## src/rtl/irsr_pkg.sv

```systemverilog
package irsr_pkg;
    localparam int REG_W     = 8;
    localparam int BIT_FLOW  = 7;
    localparam int BIT_UNDRN = 6;
    localparam int BIT_RXACT = 5;
    localparam int BIT_LOST  = 4;
    localparam int BIT_FEND  = 3;
    localparam int BIT_HELD  = 1;
    localparam int BIT_TMO   = 0;
    localparam int N_STICKY  = 4;

    typedef enum logic [1:0] {
        FR_OPEN      = 2'd0,
        FR_CLOSED_SW = 2'd1,
        FR_CLOSED_TC = 2'd2
    } fr_state_e;
endpackage

```

## src/rtl/irsr_sticky_bank.sv

```systemverilog
module irsr_sticky_bank #(
    parameter int N = 4
) (
    input  logic         clk,
    input  logic         rst_n,
    input  logic [N-1:0] set_i,
    input  logic [N-1:0] clr_i,
    output logic [N-1:0] q_o
);
    for (genvar g = 0; g < N; g++) begin : g_bit
        always_ff @(posedge clk or negedge rst_n) begin
            if (!rst_n) begin
                q_o[g] <= 1'b0;
            end else begin
                // set has priority over clear
                q_o[g] <= set_i[g] | (q_o[g] & ~clr_i[g]);
            end
        end
    end
endmodule

```

## src/rtl/irsr_tx_frame_fsm.sv

```systemverilog
module irsr_tx_frame_fsm
    import irsr_pkg::*;
(
    input  logic clk,
    input  logic rst_n,
    input  logic dma_mode,
    input  logic fend_wr,
    input  logic dma_tc,
    input  logic fend_sent,
    input  logic tx_empty,
    output logic fend_cmd,
    output logic underrun_set
);
    fr_state_e state_q, state_d;

    always_ff @(posedge clk or negedge rst_n) begin
        if (!rst_n) begin
            state_q <= FR_OPEN;
        end else begin
            state_q <= state_d;
        end
    end

    always_comb begin
        state_d = state_q;
        unique case (state_q)
            FR_OPEN: begin
                if (!dma_mode && fend_wr) begin
                    state_d = FR_CLOSED_SW;          // OPEN_TO_SW
                end else if (dma_mode && dma_tc) begin
                    state_d = FR_CLOSED_TC;          // OPEN_TO_TC
                end
            end
            FR_CLOSED_SW, FR_CLOSED_TC: begin
                if (fend_sent) begin
                    state_d = FR_OPEN;               // CLOSED_TO_OPEN
                end
            end
            default: state_d = FR_OPEN;
        endcase
    end

    always_comb begin
        fend_cmd     = 1'b0;
        underrun_set = 1'b0;
        unique case (state_q)
            FR_OPEN:      underrun_set = tx_empty;
            FR_CLOSED_SW: fend_cmd     = 1'b1;
            FR_CLOSED_TC: fend_cmd     = 1'b0;
            default:      fend_cmd     = 1'b0;
        endcase
    end
endmodule

```

## src/rtl/irsr_frame_status.sv

```systemverilog
module irsr_frame_status
    import irsr_pkg::*;
(
    input  logic             clk,
    input  logic             rst_n,
    input  logic             sel,
    input  logic             rd_en,
    input  logic             wr_en,
    input  logic [REG_W-1:0] wdata,
    output logic [REG_W-1:0] rdata,
    input  logic             remote_mode,
    input  logic             dma_mode,
    input  logic             ev_flow_ctl,
    input  logic             ev_tx_empty,
    input  logic             ev_dma_tc,
    input  logic             ev_tx_fend_sent,
    input  logic             ev_frame_lost,
    input  logic             ev_pulse_seen,
    input  logic             ev_rx_timeout,
    input  logic             ev_fs_timeout,
    input  logic             rx_busy,
    input  logic             rx_in_proc,
    input  logic             fend_held,
    output logic             tx_fend_req
);
    // sticky slot order inside the bank
    localparam int S_TMO = 0, S_LOST = 1, S_UNDRN = 2, S_FLOW = 3;

    logic                rd_hit, wr_hit;
    logic                underrun_set;
    logic [N_STICKY-1:0] st_set, st_clr, st_q;
    logic [REG_W-1:0]    status_w;
    logic                unused_wdata;

    assign rd_hit       = sel & rd_en;
    assign wr_hit       = sel & wr_en;
    assign unused_wdata = ^{wdata[7], wdata[5:4], wdata[2:0]};

    irsr_tx_frame_fsm u_fsm (
        .clk          (clk),
        .rst_n        (rst_n),
        .dma_mode     (dma_mode),
        .fend_wr      (wr_hit & wdata[BIT_FEND]),
        .dma_tc       (ev_dma_tc),
        .fend_sent    (ev_tx_fend_sent),
        .tx_empty     (ev_tx_empty),
        .fend_cmd     (tx_fend_req),
        .underrun_set (underrun_set)
    );

    always_comb begin
        st_set[S_FLOW]  = ev_flow_ctl;
        st_set[S_UNDRN] = underrun_set;
        st_set[S_LOST]  = remote_mode ? ev_pulse_seen : ev_frame_lost;
        st_set[S_TMO]   = ev_rx_timeout | ev_fs_timeout;
        st_clr[S_FLOW]  = rd_hit;
        st_clr[S_UNDRN] = wr_hit & wdata[BIT_UNDRN];
        st_clr[S_LOST]  = rd_hit;
        st_clr[S_TMO]   = rd_hit;
    end

    irsr_sticky_bank #(.N(N_STICKY)) u_sticky (
        .clk   (clk),
        .rst_n (rst_n),
        .set_i (st_set),
        .clr_i (st_clr),
        .q_o   (st_q)
    );

    always_comb begin
        status_w            = '0;
        status_w[BIT_FLOW]  = st_q[S_FLOW];
        status_w[BIT_UNDRN] = st_q[S_UNDRN];
        status_w[BIT_RXACT] = remote_mode ? rx_in_proc : rx_busy;
        status_w[BIT_LOST]  = st_q[S_LOST];
        status_w[BIT_FEND]  = tx_fend_req;
        status_w[BIT_HELD]  = fend_held & ~remote_mode;
        status_w[BIT_TMO]   = st_q[S_TMO];
    end

    assign rdata = rd_hit ? status_w : '0;
endmodule

```

## config.mk

```make
export PLATFORM = sky130hd
export DESIGN_NAME = irsr_frame_status
export DESIGN_NICKNAME = d
export VERILOG_FILES = /design/src/rtl/irsr_pkg.sv /design/src/rtl/irsr_sticky_bank.sv /design/src/rtl/irsr_tx_frame_fsm.sv /design/src/rtl/irsr_frame_status.sv
export SDC_FILE = /design/constraint.sdc
export NUM_CORES = 1
export LEC_CHECK = 0
export ABC_AREA = 1
export BUFFER_PORTS_ARGS = -buffer_cell sky130_fd_sc_hd__buf_2
export CAP_MARGIN = 20
export CORE_AREA = 4 4 41 43
export CTS_BUF_LIST = sky130_fd_sc_hd__clkbuf_8 sky130_fd_sc_hd__clkbuf_16
export CTS_CLUSTER_SIZE = 25
export DETAILED_ROUTE_END_ITERATION = 10
export DIE_AREA = 0 0 45 47
export GPL_TIMING_DRIVEN = 0
export PLACE_DENSITY = 0.71
export SYNTH_ARGS = -nofsm -noshare
export SYNTH_HDL_FRONTEND = slang
export SYNTH_SLANG_ARGS = --single-unit
```

## constraint.sdc

```tcl
create_clock -name clk -period 1.7 [get_ports clk]
set_input_delay 0.255 -clock clk [delete_from_list [all_inputs] [get_ports clk]]
set_output_delay 0.255 -clock clk [all_outputs]
set_load 0.1 [all_outputs]
```

==> results of run 1 <==
[final cells by class]
cell class / count / share of cell area (%)
plain buffers: 1 / 1.22
clock buffers: 3 / 6.71
inverters: 15 / 9.55
multi-input cells: 32 / 31.1
flip-flops and latches: 6 / 24.4
well taps: 15 / 3.05
repair buffers: 28 / 24.0
[flip-flops by register name (all words and copies together), names as in the netlist]
name and count:
u_sticky.q_o 4, u_fsm.state_q 2
[metal layers]
layer	up-vias	GRT usage [%]
li1	223	-
met2	18	14.4
met3	4	3.83
met5	-	0
met1	159	12.3
met4	0	10.5
[through the flow]
stage          std cells  total power [uW]  util (%)  hold WS (ns)
2_1_floorplan         54               408         -       -0.0406
3_3_place_gp          96               457      43.2        0.0831
3_5_place_dp          96               463      43.2        0.0817
4_1_cts              100               679      47.3         0.228
5_1_grt              100               717      47.3         0.245
6_report             100               669      47.3         0.229
[kinds of logic after synthesis]
family / count (synthesis) / synth area share (%)
AO/OA/AOI/OAI: 7 / 14.2
adder cells (fa/ha/maj): 2 / 6.33
buffers and inverters: 16 / 16.8
flip-flops: 6 / 38.0
other: 1 / 0.948
AND/OR/NAND/NOR: 22 / 23.7
[Yosys cell counts]
library cell,count
sky130_fd_sc_hd__a22o_1,1
sky130_fd_sc_hd__inv_1,13
sky130_fd_sc_hd__ha_1,2
sky130_fd_sc_hd__o21bai_1,1
sky130_fd_sc_hd__nand3_1,1
sky130_fd_sc_hd__nand4_1,2
sky130_fd_sc_hd__a21oi_2,2
sky130_fd_sc_hd__conb_1,1
sky130_fd_sc_hd__buf_4,1
sky130_fd_sc_hd__o21ai_1,1
sky130_fd_sc_hd__inv_4,1
sky130_fd_sc_hd__dfrtp_1,6
sky130_fd_sc_hd__inv_2,1
sky130_fd_sc_hd__o21ai_2,1
sky130_fd_sc_hd__o221ai_1,1
sky130_fd_sc_hd__nand2_1,9
sky130_fd_sc_hd__nand2_2,2
sky130_fd_sc_hd__nor2_1,8
[where the power goes]
group / leakage (uW) / internal (uW) / switching (uW)
Sequential: 0.0000658 / 169 / 11.1
Combinational: 0.000295 / 79.1 / 203
Clock: 0.0000216 / 152 / 55.1
[worst paths after layout]
path | slack (ns) | end
worst max-delay path | 0.15 | rdata[3]
worst min-delay path | 0.23 | u_sticky.q_o[3]$_DFF_PN0_
worst max register to register | 0.52 | u_fsm.state_q[0]$_DFFE_PN0P_
worst min register to register | 0.51 | u_sticky.q_o[2]$_DFF_PN0_
max in group asynchronous | 1.18 | u_sticky.q_o[1]$_DFF_PN0_
min in group asynchronous | 0.39 | u_fsm.state_q[1]$_DFFE_PN0P_
[worst reg2reg max path, stage by stage, from the launching register on]
cell and delay [ns]:
sky130_fd_sc_hd__dfrtp_1 0.37, sky130_fd_sc_hd__inv_1 0.06, sky130_fd_sc_hd__ha_1 0.29, sky130_fd_sc_hd__nand2_2 0.10
sky130_fd_sc_hd__nand3_1 0.11, sky130_fd_sc_hd__nand4_1 0.09, sky130_fd_sc_hd__nand2_1 0.05
[what timing repair did]
item / in CTS / in global routing
hold buffers: 1 / 0
hold endpoints to repair: 6 / 0
gates resized for setup: 1 / 0
setup endpoints to repair: 1 / 0
==> results.txt, run 1 <==
Top-level I/O count - 35
Total global routing overflow - 0
Top cells by area in the synthesized netlist - sky130_fd_sc_hd__dfrtp_1 (38%), sky130_fd_sc_hd__inv_1 (12%), sky130_fd_sc_hd__nand2_1 (8.5%), sky130_fd_sc_hd__nor2_1 (7.6%), sky130_fd_sc_hd__ha_1 (6.3%)
DP HPWL - 758 um
Multi-input gate area in the final layout - 191 um2
Number of DRC markers in iteration 0 - 0
Post-synthesis to final-layout area growth - 55.7%
Placed standard-cell area - 562 um2
TritonCTS clock tree - done
DRT met1 WL - 359 um
Met2 routed wirelength - 443 um
Cell class contributing the biggest share of worst-path delay - buffers and inverters
Die extent in x - 45 um
Nature of the critical path startpoint - flip-flop
Min-Delay Path Depth - 2
Critical-path maximum fanout - 3
Global placer's final weighted congestion - 0.765
GRT Total Usage - 10.5%
Count of buffers added by post-CTS timing repair for setup - 0
Critical path depth - 5
Mapped cell area - 395 um2
Clock buffer count from CTS - 3
Post-synthesis sequential area ratio - 38.0%
Final WL - 937 um
Synthesized Nets - 82
Post-route minimum period - 1.55 ns
Count of input and output buffers - 27
WP data arrival - 1.30 ns
Synth area leader - sky130_fd_sc_hd__dfrtp_1
Number of failing setup endpoints in the final timing report - 0
Post-DR vias/cell - 4.04
Seq cells post-synth - 6
Syn avg cell area - 7.32 um2
Cell at the root of the clock tree - sky130_fd_sc_hd__clkbuf_8
Cell-by-cell trace of the critical path - inv_1 > ha_2 > inv_1 > nor2_4 > buf_4
Yosys cell types - 18
Starting utilization of the core area - 30.4%
Number of buffers and inverters on the critical path - 3
Setup Crit Path Kind - reg2out
First-pass GRT wire length - 1.46 mm
Uppermost layer routed - met4
1st-pass router iterations - 1
Count of nets left with antenna violations after detail routing - 0
Pin count of the biggest net entering global routing - 7
Largest stage delay on the critical path - 0.35 ns
Most frequent cells in the layout - sky130_fd_sc_hd__buf_2 (26), sky130_fd_sc_hd__inv_1 (13), sky130_fd_sc_hd__nand2_1 (9), sky130_fd_sc_hd__nor2_1 (6), sky130_fd_sc_hd__dfrtp_1 (6)
Path class of the lowest-slack min-delay path - in2reg
Average routed wire per standard cell - 9.37 um
DRC violation count after routing - 0
Core Footprint - 0.00130 mm2
Worst-skew pair later-pin latency - 0.22 ns
Post-route worst setup slack - 0.148 ns
Initial antenna violation count - 0
FF-to-FF Start - u_fsm.state_q[0]$_DFFE_PN0P_
Critical Path Start - u_fsm.state_q[1]$_DFFE_PN0P_
Layout net count - 115
Clock skew after layout - 0.0000344 ns
CP Capture Type - output pin
Required time of the critical path - 1.44 ns
Number of diodes - 0
Number of fill cells in the layout - 139
Power Dens Cells - 1090 mW/mm2
Yosys top cell area share - 38.0%
Most common cell type on the critical path - sky130_fd_sc_hd__inv_1
Result of the run - completed
Maximum achievable frequency - 0.644 GHz
Final design instance area without fill - 616 um2
Die area - 0.00212 mm2
Clock tree sinks - 6
Number of vias after detailed routing - 404
Number of warnings printed during yosys synthesis - 0
Most common cell after layout, fill and taps aside - sky130_fd_sc_hd__buf_2
Max Slew Vio Count - 0
Hold path startpoint - ev_flow_ctl
Highest-delay cell along the critical path - sky130_fd_sc_hd__dfrtp_1
Synthesized netlist cell count - 54
Register-to-Register Path Depth - 6
RSZ-0062 raised after global routing - no
Area taken by flip-flops and latches - 150 um2
Via count of the first global-routing pass - 376
Fin Setup TNS - 0 ns
Total length of routed met3 wires - 103 um
Period utilisation layout - 91.3%
Deepest level of the CTS H-tree - 1
Number of rows in the core area - 13
P_leak - 0.000382 uW
Fin. Hold Viols - 0
Peak supply drop - 520 uV
Maximum buffer depth of the clock tree - 2
CTS clk-pin slew, worst paths - 0.03 ns
Max Cap Viol - 0
Fraction of layout cells with a size suffix above 1 - 48.2%
Vertical extent of the die - 47 um
Pre-CTS WS - 0.235 ns
No activity file was read; power rests on OpenSTA's default activity.
==> run 2, diff against run 1 <==
- CELL_PAD_IN_SITES_DETAIL_PLACEMENT: not set -> 0
- CELL_PAD_IN_SITES_GLOBAL_PLACEMENT: not set -> 1
- CORE_AREA: 4 4 41 43 -> not set
- CORE_MARGIN: not set -> 4
- CORE_UTILIZATION: not set -> 24
- DIE_AREA: 0 0 45 47 -> not set
- PLACE_DENSITY: 0.71 -> 0.85
==> results.txt, run 2 (same netlist as run 1, synthesis figures left out) <==
Result of the run - completed
Clock tree sinks - 6 (unchanged)
Area taken by flip-flops and latches - 150 um2 (unchanged)
Cell-by-cell trace of the critical path - inv_1 > ha_2 > inv_1 > nor2_4 > buf_4
Registers with the most flip-flops - u_sticky.q_o (4), u_fsm.state_q (2)
P_leak - 0.000382 uW (unchanged)
WP data arrival - 1.30 ns (about the same)
CTS clk-pin slew, worst paths - 0.04 ns (about the same)
Die extent in x - 48.6 um (+8.0%)
Flip-flop count of the largest register, all copies and words added - 4 (unchanged)
Layout net count - 115 (unchanged)
Highest-delay cell along the critical path - sky130_fd_sc_hd__dfrtp_1
GRT Total Usage - 8.53% (-2.0 points)
Most common cell type on the critical path - sky130_fd_sc_hd__inv_1
Most common cell after layout, fill and taps aside - sky130_fd_sc_hd__buf_2
TritonCTS clock tree - done
Critical-path maximum fanout - 3 (unchanged)
Average routed wire per standard cell - 9.55 um (+2.0%)
Count of nets left with antenna violations after detail routing - 0 (unchanged)
Post-synthesis to final-layout area growth - 56.0%
CP Capture Type - output pin
Largest stage delay on the critical path - 0.35 ns (about the same)
Period utilisation layout - 91.3% (about the same)
Fin. Hold Viols - 0 (unchanged)
Pin count of the biggest net entering global routing - 7 (unchanged)
Max Cap Viol - 0 (unchanged)
First-pass GRT wire length - 1.57 mm (+7.1%)
Overall power - 676 uW (+1.1%)
Starting utilization of the core area - 25.9% (-4.4 points)
Most frequent cells in the layout - sky130_fd_sc_hd__buf_2 (26), sky130_fd_sc_hd__inv_1 (13), sky130_fd_sc_hd__nand2_1 (9), sky130_fd_sc_hd__nor2_1 (6), sky130_fd_sc_hd__dfrtp_1 (6)
Number of failing setup endpoints in the final timing report - 0 (unchanged)
Cell at the root of the clock tree - sky130_fd_sc_hd__clkbuf_8
Post-route worst setup slack - 0.148 ns (-0.000143 ns)
Fin util - 40.5% (-6.8 points)
Count of input and output buffers - 27 (unchanged)
Global placer's final weighted congestion - 0.715 (-6.5%)
Post-DR vias/cell - 4.09 (+1.2%)
Number of fill cells in the layout - 172 (+24%)
Max Slew Vio Count - 0 (unchanged)
Register containing the most flip-flops in the final layout - u_sticky.q_o
Post-route minimum period - 1.55 ns (+0.000143 ns)
Maximum achievable frequency - 0.644 GHz (about the same)
Via count of the first global-routing pass - 383 (+1.9%)
Clock skew after layout - 0.000287 ns (+0.000252 ns)
Die area - 0.00236 mm2 (+12%)
Setup Crit Path Kind - reg2out
DRC violation count after routing - 0 (unchanged)
Pre-CTS WS - 0.233 ns (-0.00170 ns)
Top-level I/O count - 35 (unchanged)
Final WL - 965 um (+3.0%)
Power Dens Cells - 1100 mW/mm2 (+0.93%)
Total global routing overflow - 0 (unchanged)
Number of rows in the core area - 14 (+1)
Path class of the lowest-slack min-delay path - in2reg
Number of diodes - 0 (unchanged)
Vertical extent of the die - 48.6 um (+3.4%)
Number of vias after detailed routing - 413 (+2.2%)
Worst-skew pair later-pin latency - 0.22 ns (about the same)
Number of DRC markers in iteration 0 - 0 (unchanged)
Clock buffer count from CTS - 3 (unchanged)
Required time of the critical path - 1.44 ns (about the same)
Multi-input gate area in the final layout - 191 um2 (unchanged)
RSZ-0062 raised after global routing - no
Core Footprint - 0.00152 mm2 (+17%)
1st-pass router iterations - 1 (unchanged)
Peak supply drop - 289 uV (-44%)
Nature of the critical path startpoint - flip-flop
Initial antenna violation count - 0 (unchanged)
DP HPWL - 777 um (+2.5%)
Maximum buffer depth of the clock tree - 2 (unchanged)
Deepest level of the CTS H-tree - 1 (unchanged)
Fraction of layout cells with a size suffix above 1 - 48.2% (unchanged)
## run 2: where the power goes
part / internal, uW / switching [uW]
sequential: 169 / 11.1
clock: 152 / 62.1
combinational: 79.8 / 202
## run 2: area by class of cell
type	instances	area share, %
multi-input cells	32	31.0
flip-flops and latches	6	24.3
repair buffers	28	23.9
inverters	15	9.53
clock buffers	3	6.69
well taps	16	3.25
plain buffers	1	1.22
## run 2: what timing repair did
action	CTS	global route
endpoints found under the hold margin	6	0
endpoints found under the setup margin	1	0
hold buffers	1	0
gates resized for setup	1	0
setup buffers	0	0
## run 2: worst max-delay path, delay by kind of cell, from the launching register on
| kind | cells | cell delay [ns] |
|---|---|---|
| AND/OR/NAND/NOR | 1 | 0.09 |
| adder cells (fa/ha/maj) | 1 | 0.19 |
| buffers and inverters | 3 | 0.45 |
| flip-flops | 1 | 0.35 |
## run 2: path summary, 6_finish.rpt
| kind | to | startpoint | slack [ns] | depth (start not counted) |
|---|---|---|---|---|
| min in group asynchronous | u_sticky.q_o[0]$_DFF_PN0_ | rst_n | 0.40 | 2 |
| min | u_sticky.q_o[3]$_DFF_PN0_ | ev_flow_ctl | 0.23 | 2 |
| max in group asynchronous | u_fsm.state_q[0]$_DFFE_PN0P_ | rst_n | 1.16 | 2 |
| min reg2reg | u_sticky.q_o[2]$_DFF_PN0_ | u_sticky.q_o[2]$_DFF_PN0_ | 0.49 | 1 |
| max | rdata[3] | u_fsm.state_q[1]$_DFFE_PN0P_ | 0.15 | 5 |
| max reg2reg | u_fsm.state_q[0]$_DFFE_PN0P_ | u_fsm.state_q[0]$_DFFE_PN0P_ | 0.54 | 6 |
## run 2: through the flow
stage          setup TNS [ns]  cells  instance area [um2]  hold WS [ns]
4_1_cts                     0    101                  617         0.224
2_1_floorplan          -0.937     54                  408       -0.0406
3_5_place_dp                0     97                  563        0.0867
6_report                    0    101                  617         0.226
5_1_grt                     0    101                  617         0.237
3_3_place_gp                0     97                  563        0.0847
## run 2: layer usage
layer	vias up	track usage [%]	wire (um)
li1	224	-	-
met1	175	8.47	375
met2	12	14.6	516
met3	2	2.45	59
met4	0	6.73	14
met5	-	0	0
